[src/rtl/trace_pkg.sv]
package trace_pkg;

    typedef enum logic [1:0] {
        ST_IDLE   = 2'd0,
        ST_RECORD = 2'd1,
        ST_PAUSED = 2'd2,
        ST_FULL   = 2'd3
    } trc_state_e;

    typedef enum logic [1:0] {
        TAG_NONE  = 2'b00,
        TAG_PROG  = 2'b01,
        TAG_DATA  = 2'b10,
        TAG_EVENT = 2'b11
    } rec_tag_e;

    localparam int TS_W = 32;

endpackage

[src/rtl/trace_ctrl.sv]
module trace_ctrl
    import trace_pkg::*;
#(
    parameter int SIZE_W   = 3,
    parameter int MAX_CODE = 4
) (
    input  logic              clk,
    input  logic              rst_n,
    input  logic              trc_en,
    input  logic              cpu_halt,
    input  logic              cont_mode,
    input  logic [SIZE_W-1:0] size_sel,
    input  logic              last_write,
    output trc_state_e        state_o,
    output logic              rec_on,
    output logic              start,
    output logic              active,
    output logic              stopped,
    output logic [SIZE_W-1:0] cfg_size,
    output logic              cfg_cont
);

    trc_state_e state_q, state_d;
    logic       size_ok;

    assign size_ok = (size_sel != '0) && (size_sel <= SIZE_W'(MAX_CODE));

    // next-state decision
    always_comb begin
        state_d = state_q;
        unique case (state_q)
            ST_IDLE: begin
                if (trc_en && !cpu_halt && size_ok) state_d = ST_RECORD;   // start
            end
            ST_RECORD: begin
                if (!trc_en)                       state_d = ST_IDLE;      // disable
                else if (cpu_halt)                 state_d = ST_PAUSED;    // pause
                else if (last_write && !cfg_cont)  state_d = ST_FULL;      // fill
            end
            ST_PAUSED: begin
                if (!trc_en)                       state_d = ST_IDLE;      // disable
                else if (!cpu_halt)                state_d = ST_RECORD;    // resume
            end
            ST_FULL: begin
                if (!trc_en)                       state_d = ST_IDLE;      // disable
            end
            default: state_d = ST_IDLE;
        endcase
    end

    // state register
    always_ff @(posedge clk or negedge rst_n) begin
        if (!rst_n) state_q <= ST_IDLE;
        else        state_q <= state_d;
    end

    // outputs
    always_comb begin
        rec_on  = (state_q == ST_RECORD) && trc_en && !cpu_halt;
        start   = (state_q == ST_IDLE) && (state_d == ST_RECORD);
        active  = (state_q != ST_IDLE);
        stopped = (state_q == ST_FULL);
        state_o = state_q;
    end

    // configuration is only sampled while idle
    always_ff @(posedge clk or negedge rst_n) begin
        if (!rst_n) begin
            cfg_size <= '0;
            cfg_cont <= 1'b0;
        end else if (state_q == ST_IDLE) begin
            cfg_size <= size_sel;
            cfg_cont <= cont_mode;
        end
    end

    assert_full_holds_R8: assert property (@(posedge clk) disable iff (!rst_n)
        (state_q == ST_FULL && trc_en) |=> (state_q == ST_FULL));

    assert_bad_size_idle_R10: assert property (@(posedge clk) disable iff (!rst_n)
        (state_q == ST_IDLE && !size_ok) |=> (state_q == ST_IDLE));

    assert_single_shot_stop_R8: assert property (@(posedge clk) disable iff (!rst_n)
        (rec_on && last_write && !cfg_cont) |=> stopped);

endmodule

[src/rtl/trace_capture.sv]
module trace_capture
    import trace_pkg::*;
#(
    parameter int PC_W = 24,
    parameter int N_EV = 4,
    parameter int DW   = 40
) (
    input  logic            clk,
    input  logic            rst_n,
    input  logic            rec_on,
    input  logic            start,
    input  logic            br_valid,
    input  logic [PC_W-1:0] br_target,
    input  logic            da_valid,
    input  logic            da_write,
    input  logic [PC_W-1:0] da_addr,
    input  logic [N_EV-1:0] ev_in,
    output logic            issue,
    output logic [DW-1:0]   rec_word,
    output logic            overflow
);

    logic [TS_W-1:0] ts_q;
    logic [N_EV-1:0] ev_prev;
    logic            ev_chg;
    logic            ev_pend;
    logic [N_EV-1:0] ev_lvl;
    logic [TS_W-1:0] ev_ts;
    logic            pc_pend;
    logic [PC_W-1:0] pc_hold;
    logic            sel_data, sel_ev, sel_pc;

    assign ev_chg = (ev_in != ev_prev);

    // free-running stamp and edge detector run regardless of state
    always_ff @(posedge clk or negedge rst_n) begin
        if (!rst_n) begin
            ts_q    <= '0;
            ev_prev <= '0;
        end else begin
            ts_q    <= ts_q + 1'b1;
            ev_prev <= ev_in;
        end
    end

    // fixed priority: data, then held event, then held program word
    always_comb begin
        sel_data = rec_on && da_valid;
        sel_ev   = rec_on && !da_valid && ev_pend;
        sel_pc   = rec_on && !da_valid && !ev_pend && pc_pend;
        issue    = sel_data || sel_ev || sel_pc;
    end

    always_comb begin
        rec_word = '0;
        if (sel_data) begin
            rec_word[DW-1 -: 2]    = TAG_DATA;
            rec_word[PC_W]         = da_write;
            rec_word[PC_W-1:0]     = da_addr;
        end else if (sel_ev) begin
            rec_word[DW-1 -: 2]    = TAG_EVENT;
            rec_word[TS_W +: N_EV] = ev_lvl;
            rec_word[TS_W-1:0]     = ev_ts;
        end else if (sel_pc) begin
            rec_word[DW-1 -: 2]    = TAG_PROG;
            rec_word[PC_W-1:0]     = pc_hold;
        end
    end

    always_ff @(posedge clk or negedge rst_n) begin
        if (!rst_n) begin
            ev_pend  <= 1'b0;
            ev_lvl   <= '0;
            ev_ts    <= '0;
            pc_pend  <= 1'b0;
            pc_hold  <= '0;
            overflow <= 1'b0;
        end else if (start) begin
            ev_pend  <= 1'b0;
            pc_pend  <= 1'b0;
            overflow <= 1'b0;
        end else begin
            if (sel_ev) ev_pend <= 1'b0;
            if (rec_on && ev_chg) begin
                ev_pend <= 1'b1;
                ev_lvl  <= ev_in;
                ev_ts   <= ts_q;
                if (ev_pend && !sel_ev) overflow <= 1'b1;
            end
            if (sel_pc) pc_pend <= 1'b0;
            if (rec_on && br_valid) begin
                pc_pend <= 1'b1;
                pc_hold <= br_target;
                if (pc_pend && !sel_pc) overflow <= 1'b1;
            end
        end
    end

    assert_ts_step_R7: assert property (@(posedge clk) disable iff (!rst_n)
        $past(rst_n) |-> (ts_q == $past(ts_q) + 1'b1));

    assert_ovf_sticky_R12: assert property (@(posedge clk) disable iff (!rst_n)
        (overflow && !start) |=> overflow);

    assert_one_source_R5: assert property (@(posedge clk) disable iff (!rst_n)
        $onehot0({sel_data, sel_ev, sel_pc}));

endmodule

[src/rtl/trace_ring.sv]
module trace_ring
    import trace_pkg::*;
#(
    parameter int RAM_AW     = 10,
    parameter int UNIT_WORDS = 16,
    parameter int SIZE_W     = 3,
    parameter int MAX_CODE   = 4,
    parameter int DW         = 40
) (
    input  logic              clk,
    input  logic              rst_n,
    input  logic              start,
    input  logic              active,
    input  logic [SIZE_W-1:0] cfg_size,
    input  logic              cfg_cont,
    input  logic              issue,
    input  logic [DW-1:0]     rec_word,
    output logic              last_write,
    output logic              ram_we,
    output logic [RAM_AW-1:0] ram_addr,
    output logic [DW-1:0]     ram_wdata,
    output logic [RAM_AW-1:0] wr_ptr,
    output logic              wrapped
);

    localparam int          WW    = RAM_AW + 1;
    localparam logic [WW-1:0] DEPTH = {1'b1, {RAM_AW{1'b0}}};

    logic [WW-1:0] words;
    logic [WW-1:0] base;

    always_comb begin
        if (cfg_size != '0 && cfg_size <= SIZE_W'(MAX_CODE))
            words = WW'(UNIT_WORDS) << (cfg_size - SIZE_W'(1));
        else
            words = '0;
        base       = DEPTH - words;
        last_write = issue && ({1'b0, wr_ptr} == words - WW'(1));
    end

    always_ff @(posedge clk or negedge rst_n) begin
        if (!rst_n) begin
            wr_ptr  <= '0;
            wrapped <= 1'b0;
        end else if (start) begin
            wr_ptr  <= '0;
            wrapped <= 1'b0;
        end else if (issue) begin
            if (last_write) begin
                wr_ptr <= '0;
                if (cfg_cont) wrapped <= 1'b1;
            end else begin
                wr_ptr <= wr_ptr + 1'b1;
            end
        end
    end

    always_ff @(posedge clk or negedge rst_n) begin
        if (!rst_n) begin
            ram_we    <= 1'b0;
            ram_addr  <= '0;
            ram_wdata <= '0;
        end else begin
            ram_we <= issue;
            if (issue) begin
                ram_addr  <= base[RAM_AW-1:0] + wr_ptr;
                ram_wdata <= rec_word;
            end
        end
    end

    assert_ptr_bound_R2: assert property (@(posedge clk) disable iff (!rst_n)
        active |-> ({1'b0, wr_ptr} < words));

    assert_addr_top_R2: assert property (@(posedge clk) disable iff (!rst_n)
        (ram_we && active) |-> ({1'b0, ram_addr} >= base));

    assert_wrap_cont_R9: assert property (@(posedge clk) disable iff (!rst_n)
        $rose(wrapped) |-> cfg_cont);

endmodule

[src/rtl/trace_recorder.sv]
module trace_recorder
    import trace_pkg::*;
#(
    parameter int PC_W       = 24,
    parameter int N_EV       = 4,
    parameter int DW         = 40,
    parameter int RAM_AW     = 10,
    parameter int UNIT_WORDS = 16,
    parameter int SIZE_W     = 3,
    parameter int MAX_CODE   = 4
) (
    input  logic              clk,
    input  logic              rst_n,
    input  logic              trc_en,
    input  logic              cpu_halt,
    input  logic              cont_mode,
    input  logic [SIZE_W-1:0] size_sel,
    input  logic              br_valid,
    input  logic [PC_W-1:0]   br_target,
    input  logic              da_valid,
    input  logic              da_write,
    input  logic [PC_W-1:0]   da_addr,
    input  logic [N_EV-1:0]   ev_in,
    output logic              ram_we,
    output logic [RAM_AW-1:0] ram_addr,
    output logic [DW-1:0]     ram_wdata,
    output logic [RAM_AW-1:0] wr_ptr,
    output logic              wrapped,
    output logic              stopped,
    output logic              overflow
);

    trc_state_e        state;
    logic              rec_on, start, active, last_write, issue;
    logic [SIZE_W-1:0] cfg_size;
    logic              cfg_cont;
    logic [DW-1:0]     rec_word;

    trace_ctrl #(.SIZE_W(SIZE_W), .MAX_CODE(MAX_CODE)) u_ctrl (
        .clk(clk), .rst_n(rst_n), .trc_en(trc_en), .cpu_halt(cpu_halt),
        .cont_mode(cont_mode), .size_sel(size_sel), .last_write(last_write),
        .state_o(state), .rec_on(rec_on), .start(start), .active(active),
        .stopped(stopped), .cfg_size(cfg_size), .cfg_cont(cfg_cont)
    );

    trace_capture #(.PC_W(PC_W), .N_EV(N_EV), .DW(DW)) u_capture (
        .clk(clk), .rst_n(rst_n), .rec_on(rec_on), .start(start),
        .br_valid(br_valid), .br_target(br_target),
        .da_valid(da_valid), .da_write(da_write), .da_addr(da_addr),
        .ev_in(ev_in), .issue(issue), .rec_word(rec_word), .overflow(overflow)
    );

    trace_ring #(.RAM_AW(RAM_AW), .UNIT_WORDS(UNIT_WORDS), .SIZE_W(SIZE_W),
                 .MAX_CODE(MAX_CODE), .DW(DW)) u_ring (
        .clk(clk), .rst_n(rst_n), .start(start), .active(active),
        .cfg_size(cfg_size), .cfg_cont(cfg_cont), .issue(issue),
        .rec_word(rec_word), .last_write(last_write), .ram_we(ram_we),
        .ram_addr(ram_addr), .ram_wdata(ram_wdata), .wr_ptr(wr_ptr),
        .wrapped(wrapped)
    );

    assert_data_first_R5: assert property (@(posedge clk) disable iff (!rst_n)
        (rec_on && da_valid) |=> (ram_we && ram_wdata[DW-1 -: 2] == TAG_DATA));

    assert_write_only_recording_R10: assert property (@(posedge clk) disable iff (!rst_n)
        ram_we |-> ($past(state) == ST_RECORD));

endmodule

[config.mk]
export PLATFORM = sky130hd
export DESIGN_NAME = trace_recorder
export DESIGN_NICKNAME = d
export VERILOG_FILES = /design/src/rtl/trace_pkg.sv /design/src/rtl/trace_ctrl.sv /design/src/rtl/trace_capture.sv /design/src/rtl/trace_ring.sv /design/src/rtl/trace_recorder.sv
export SDC_FILE = /design/constraint.sdc
export NUM_CORES = 1
export LEC_CHECK = 0
export BUFFER_PORTS_ARGS = -buffer_cell sky130_fd_sc_hd__buf_2
export CAP_MARGIN = 20
export CELL_PAD_IN_SITES_DETAIL_PLACEMENT = 1
export CELL_PAD_IN_SITES_GLOBAL_PLACEMENT = 1
export CORE_MARGIN = 2
export CORE_UTILIZATION = 45
export CTS_BUF_LIST = sky130_fd_sc_hd__clkbuf_8
export DETAILED_ROUTE_END_ITERATION = 8
export PLACE_DENSITY_LB_ADDON = 0.1
export SYNTH_ARGS = -nofsm -noshare
export SYNTH_HDL_FRONTEND = slang
export SYNTH_SLANG_ARGS = --single-unit
[constraint.sdc]
create_clock -name clk -period 3.6 [get_ports clk]
set_clock_uncertainty 0.05 [all_clocks]
set_input_delay 0.18 -clock clk [delete_from_list [all_inputs] [get_ports clk]]
set_output_delay 0.18 -clock clk [all_outputs]
set_load 0.03 [all_outputs]
# After elaboration in Yosys (flattened, before gate mapping)
# Index checks and enable logic that the tools add are counted.
[totals]
ff_bits = 165
output_inout_bits = 64
[classes]
addsub = 6
magnitude_cmp = 2
eq_ne = 6
shift = 1
n_mux = 35
n_bitwise = 1
reduce_logical = 37
[op_table]
columns = ["operator", "count"]
rows = [
  ["24-bit 2-to-1 mux", 2],
  ["32-bit by 1-bit adder with 32-bit output, second input constant", 1],
  ["10-bit 2-to-1 mux", 3],
  ["25-bit 2-to-1 mux", 1],
  ["11-bit 2-to-1 mux", 2],
  ["1-bit logical AND", 18],
  ["2-bit 2-to-1 mux", 9],
  ["1-bit 2-to-1 mux", 16],
  ["12-bit 2-to-1 mux", 1],
  ["3-bit nonzero test", 4],
  ["10-bit by 11-bit == test with 1-bit output", 1],
  ["5-bit by 3-bit << shifter with 11-bit output, first input constant", 1],
  ["11-bit by 1-bit subtractor with 11-bit output, second input constant", 1],
  ["10-bit by 1-bit adder with 10-bit output, second input constant", 1],
  ["10-bit adder", 1],
  ["1-bit by 10-bit subtractor with 10-bit output, first input constant", 1],
  ["2-bit case mux with 4 select lines", 1],
  ["3-bit less-or-equal comparator, second input constant", 2],
  ["1-bit logical NOT", 6],
  ["2-bit nonzero test", 3],
  ["2-bit by 1-bit == test with 1-bit output, second input constant", 2],
  ["2-bit == test, second input constant", 2],
  ["4-bit inequality test", 1],
  ["2-bit AND reduction", 2],
  ["5 further kinds", 6],
]

# Logic depth before layout (Yosys ltp)
[depth]
word_depth = 17
ltp_mapped = 9
mapped_depth_nobuf = 8

# Cells and area by module
# From an unflattened synthesis, not the netlist that was laid out.
[unflattened]
hier_cells = 596
hier_area_um2 = 7602.3
[modules_own_cells]
columns = ["mod", "instances", "cells_each", "area_per_inst_um2", "seq_area_each_um2"]
rows = [
  ["trace_capture", 1, 354, 4499.3, 2477.4],
  ["trace_ring", 1, 217, 2807.7, 1551.5],
  ["trace_ctrl", 1, 25, 295.3, 150.1],
]

# Least setup slack after synthesis
# Ideal clock, no wire load.
[synth_timing]
kind = "register -> register"
start = "register u_ctrl.cfg_size[1]"
end = "register u_ctrl.state_q[1] (netlist: u_ctrl.state_o[1])"
t_arrival_ns = 2.460
required_time_ns = 3.484
setup_slack_ns = 1.023
stages_incl_launch_ff = 8
path_buffers = 0
period_less_slack_ns = 2.577
cell_sequence = "dfrtp_1 or3b_2 ha_1 or4_4 nor2_2 mux2i_2 nor4_4 a22o_1"
[synth_via]
elab_chain_len = 11
elab_cells_between_ends = 14
[synth_rtl]
columns = ["element", "line_no", "source"]
rows = [
  ["start: declaration", "trace_ctrl.sv:19", "output logic [SIZE_W-1:0] cfg_size,"],
  ["start signal: assignment", "trace_ctrl.sv:72", "cfg_size <= size_sel;"],
  ["3-bit by 1-bit subtractor with 3-bit output, or another cell as far along", "trace_ring.sv:34", "words = WW'(UNIT_WORDS) << (cfg_size - SIZE_W'(1));"],
  ["5-bit by 3-bit << shifter with 11-bit output / 1-bit logical AND (equally long branches)", "trace_ring.sv:34, trace_ring.sv:33", ""],
  ["11-bit 2-to-1 mux *", "trace_ring.sv:33", "if (cfg_size != '0 && cfg_size <= SIZE_W'(MAX_CODE))"],
  ["11-bit by 1-bit subtractor with 11-bit output *", "trace_ring.sv:38", "last_write = issue && ({1'b0, wr_ptr} == words - WW'(1));"],
  ["10-bit by 11-bit == test with 1-bit output *", "trace_ring.sv:38", ""],
  ["1-bit logical AND *", "trace_ring.sv:38", ""],
  ["1-bit logical AND *", "trace_ctrl.sv:38", "else if (last_write && !cfg_cont) state_d = ST_FULL;"],
  ["2-bit 2-to-1 mux *", "trace_ctrl.sv:38", ""],
  ["2-bit 2-to-1 mux *", "trace_ctrl.sv:37", "else if (cpu_halt) state_d = ST_PAUSED;"],
  ["2-bit 2-to-1 mux *", "trace_ctrl.sv:36", "if (!trc_en) state_d = ST_IDLE;"],
  ["2-bit case mux with 4 select lines *", "trace_ctrl.sv:31", "unique case (state_q)"],
  ["net u_ctrl.state_d[1]", "trace_ctrl.sv:23", "trc_state_e state_q, state_d;"],
  ["end signal: assignment", "trace_ctrl.sv:54", "else state_q <= state_d;"],
  ["end: declaration", "trace_ctrl.sv:23", ""],
]
# The timed path passes the listed nets; every way through them passes the cells marked *.
# A chain may end at the register's enable or synchronous reset.

# Worst setup path in the final report
[layout_timing]
start = "register u_ctrl.cfg_size[1]"
end = "register u_ring.wr_ptr[7]"
[layout_via]
elab_chain_len = 14
elab_cells_between_ends = 20
[layout_rtl]
columns = ["element", "line_no", "source"]
rows = [
  ["3-bit by 1-bit subtractor with 3-bit output, or another cell as far along", "trace_ring.sv:34", ""],
  ["5-bit by 3-bit << shifter with 11-bit output / 1-bit logical AND (equally long branches)", "trace_ring.sv:34, trace_ring.sv:33", ""],
  ["11-bit 2-to-1 mux *", "trace_ring.sv:33", ""],
  ["11-bit by 1-bit subtractor with 11-bit output *", "trace_ring.sv:38", ""],
  ["10-bit by 11-bit == test with 1-bit output *", "trace_ring.sv:38", ""],
  ["1-bit logical AND *", "trace_ring.sv:38", ""],
  ["1-bit logical AND", "trace_ctrl.sv:38", ""],
  ["2-bit 2-to-1 mux", "trace_ctrl.sv:38", ""],
  ["2-bit 2-to-1 mux", "trace_ctrl.sv:37", ""],
  ["2-bit 2-to-1 mux", "trace_ctrl.sv:36", ""],
  ["2-bit case mux with 4 select lines", "trace_ctrl.sv:31", ""],
  ["2-bit by 1-bit == test with 1-bit output", "trace_ctrl.sv:60", "start = (state_q == ST_IDLE) && (state_d == ST_RECORD);"],
  ["1-bit logical AND", "trace_ctrl.sv:60", ""],
  ["10-bit 2-to-1 mux / 2-bit nonzero test (equally long branches)", "--", ""],
  ["end signal: assignment", "trace_ring.sv:53", "wr_ptr <= wr_ptr + 1'b1;"],
  ["end: declaration", "trace_ring.sv:22", "output logic [RAM_AW-1:0] wr_ptr,"],
]
# Every way passes the cells marked *; elsewhere a longest branch is shown, timed or not. The select of a mux whose other input is x is not followed.

==> impl_metrics.ini <==
[run_status]
status = finished clean

[sta]
fin_hold_ws_ns = 0.0722
finalCritPeriodShare_pct = 78.0
post-route-min-period_ns = 2.81
fmaxAchievable_mhz = 356
hold_viol = 0
worst_pin_slew_ns = 0.925
timing.final.ws_setup_ns = 0.792
rsz0062_at_grt = false
max_slew_margin_pct = 38.1
drv_slew = 0
final-setup-viol-count = 0
fin_tns_setup_ns = 0

[route]
dr.pass1.iters = 7
vias_per_cell = 5.42
vias = 5383
wirelength_um = 18400
postRouteAntennaNets = 0
drtIter0Drc = 323
drc_errors = 0
wl_per_cell_um = 18.5

[finish]
drive_gt1_share_pct = 30.3
diodes = 0
final_util_pct = 58.2
synthToLayoutAreaGrowth_pct = 25.7
final_design_area_no_fill_mm2 = 0.00888
fill_cells = 1607
fin_nets = 841

[clock_network]
cts-buffers-inserted = 17
cts_tree = done
post-cts-setup-buffers = 0
path_clk_slew_ns = 0.09
clk_latency_ns = 0.46
root_buffer = clkbuf_8
cts.sinks = 165
cts_htree_levels = 4
cts_resized = 0
clockBufferDepth = 2

[setup_path]
slowest_stage = or4_4
path_class = reg -> reg
crit_arrival_ns = 3.08
endpoint_kind = flip-flop
slowest_delay_ns = 0.55
path_buf_inv = 0
crit_chain = or3b_2 > ha_1 > or4_4 > nor2_2 > mux2i_2 > nor4_4 > nor3_1
cp.required_ns = 3.87
start_kind = flip-flop
crit_family = simple AND/OR/NAND/NOR gates
critical_path_peak_fanout = 7

[place]
io_buffers = 124
dpl_worst_slack_ns = 0.770
hpwl_um = 11900
place_area_mm2 = 0.00790
gp_congestion = 0.787

[pwr]
max-vdd-ir-drop_mv = 0.215
power_leakage_nw = 4.45
power_density_mw_per_mm2 = 459

[floorplanning]
rows = 45
coreArea_mm2 = 0.0153
die_x_um = 129
dieArea_mm2 = 0.0167
dieHeight_um = 129
ios = 127
start_util_pct = 46.3

[synthesis]
yosysSeqAreaShare_pct = 58.5
ys.warnings.count = 0
synthXorXnorAreaFrac_pct = 5.33
synth_cell_types = 54
synth_top_family_by_area = simple AND/OR/NAND/NOR gates
ys_ff_latch = 165
synth.avg_cell_area_um2 = 12.0
synth_edf_count = 0
ys.flop_type = dfrtp_1
synth-simple-area-share_pct = 13.7
synth_compound_gate_area_share_pct = 7.97
async_flop_share_pct = 100
synth_mux_area_share_pct = 10.4
synth_fa_ha_area_share_pct = 1.56
syn_area_mm2 = 0.00706
netlist_instances = 588

[job]
maxCapViolCount = 0

[global_routing]
overflow = 0
grt_pass1_vias = 5768
grt_pass1_wl_um = 29700
grtUsageTotal_pct = 23.1
antenna_found_initial = 0
grt_max_degree = 93

[min_path]
hp-class = in -> reg
[state kept, by name, summed over array words and instances (netlist names)]
signal and flops:
u_capture.ev_pend 1, u_ring.wr_ptr 10, u_capture.ev_prev 4, u_capture.overflow 1, u_ctrl.state_o 2, u_ctrl.cfg_size 3
u_ring.ram_addr 10, u_ring.wrapped 1, u_ring.ram_we 1, u_capture.ts_q 32, u_capture.ev_lvl 4, u_ring.ram_wdata 38
u_capture.pc_pend 1, u_capture.pc_hold 24, u_ctrl.cfg_cont 1, u_capture.ev_ts 32
[synth_stat cells, drive strengths merged, types with 4 or more instances]
| cell type | count | area share [%] |
|---|---|---|
| xnor2 | 32 | 4.0 |
| a22o | 13 | 1.6 |
| and4 | 5 | 0.62 |
| mux2 | 62 | 9.9 |
| nand4 | 11 | 0.97 |
| inv | 8 | 0.43 |
| nand2 | 96 | 5.1 |
| nor3 | 11 | 0.85 |
| nor4 | 7 | 0.83 |
| a21oi | 5 | 0.35 |
| dfrtp | 165 | 58 |
| nand3 | 17 | 1.2 |
| nor2 | 24 | 1.3 |
| o21ai | 13 | 0.92 |
| buf | 21 | 1.6 |
| ha | 8 | 1.4 |
| and3 | 7 | 0.64 |
| a222oi | 25 | 3.5 |
| clkbuf | 8 | 0.44 |
| o31ai | 4 | 0.43 |
| xor2 | 11 | 1.4 |
[path summary, 6_finish.rpt]
check | start | endpoint | slack [ns] | depth (start not counted)
worst max-delay path | u_ctrl.cfg_size[1] | u_ring.wr_ptr[7] | 0.79 | 7
worst min-delay path | cpu_halt | u_ctrl.state_o[0] | 0.07 | 3
worst max register to register | u_ctrl.cfg_size[1] | u_ring.wr_ptr[7] | 0.79 | 7
worst min register to register | u_capture.ev_ts[1] | u_ring.ram_wdata[1] | 0.43 | 2
max in group asynchronous | rst_n | u_ring.ram_wdata[21] | 2.28 | 3
min in group asynchronous | rst_n | u_capture.pc_hold[4] | 0.32 | 2
[kinds of logic after synthesis]
| logic type | Yosys count |
|---|---|
| simple gates | 197 |
| buf+inv | 37 |
| mux | 65 |
| flops | 165 |
| xor+xnor | 43 |
| fa+ha+maj | 9 |
| other cells | 2 |
| compound gates | 70 |
[worst register-to-register path: stages (launching register included)]
cell	delay, ns
dfrtp_1	0.43
or3b_2	0.50
ha_1	0.35
or4_4	0.55
nor2_2	0.10
mux2i_2	0.12
nor4_4	0.43
nor3_1	0.14
[cells in the final DEF (no fill, tap or decap), types with 3 or more instances in the layout]
master | netlist | layout
dfrtp_1 | 165 | 165
buf_2 | 18 | 123
nand2_1 | 96 | 95
mux2_2 | 62 | 62
dlygate4sd3_1 | 0 | 59
xnor2_1 | 32 | 32
a222oi_1 | 25 | 25
nor2_1 | 23 | 23
clkbuf_8 | 0 | 20
nand3_1 | 17 | 17
a22o_1 | 13 | 13
o21ai_0 | 13 | 13
nand4_1 | 11 | 11
xor2_1 | 11 | 11
inv_1 | 8 | 10
nor3_1 | 10 | 10
ha_1 | 8 | 8
buf_4 | 3 | 7
and3_1 | 6 | 6
nor4_1 | 6 | 6
and4_1 | 5 | 5
a21oi_1 | 5 | 5
clkinv_2 | 0 | 5
o31ai_1 | 4 | 4
and2_1 | 3 | 3
conb_1 | 2 | 3
[metrics by stage]
| step | cells | power [mW] |
|---|---|---|
| 2_1_floorplan | 589 | 2.51 |
| 3_3_place_gp | 903 | 2.71 |
| 3_5_place_dp | 903 | 2.74 |
| 4_1_cts | 993 | 4.10 |
| 5_1_grt | 993 | 4.24 |
| 6_report | 993 | 4.07 |
[layer usage]
metal / vias up / share of wire, % / GRT usage (%) / wire length, µm
met5: - / 0 / 0 / 0
met4: 0 / 1.5 / 8.12 / 276
met3: 22 / 3.6 / 4.00 / 656
met2: 132 / 52 / 39.7 / 9560
met1: 2764 / 43 / 29.7 / 7930
li1: 2465 / - / - / -
[repair_timing]
item | 4_1_cts | 5_1_grt
hold buffers | 59 | 0
hold endpoints to repair | 153 | 0
endpoints found under the setup margin | 0 | 0
[final cells by class]
| type | count | area, µm² | area share, % |
|---|---|---|---|
| Inverter | 8 | 30.0 | 0.338 |
| Tap cell | 211 | 264 | 2.97 |
| Clock inverter | 11 | 109 | 1.23 |
| Multi-Input combinational cell | 387 | 2780 | 31.3 |
| Sequential cell | 165 | 4130 | 46.5 |
| Clock buffer | 20 | 275 | 3.10 |
| Timing Repair Buffer | 191 | 1290 | 14.5 |
[report_power, final]
| part | leakage [nW] | total, mW | internal (mW) | switching, mW |
|---|---|---|---|---|
| logic | 2.03 | 0.639 | 0.271 | 0.368 |
| clock network | 0.207 | 1.32 | 0.659 | 0.661 |
| registers | 2.21 | 2.12 | 2.02 | 0.101 |
| total | 4.45 | 4.07 | 2.94 | 1.13 |
Power figures use the tool's default switching activity.
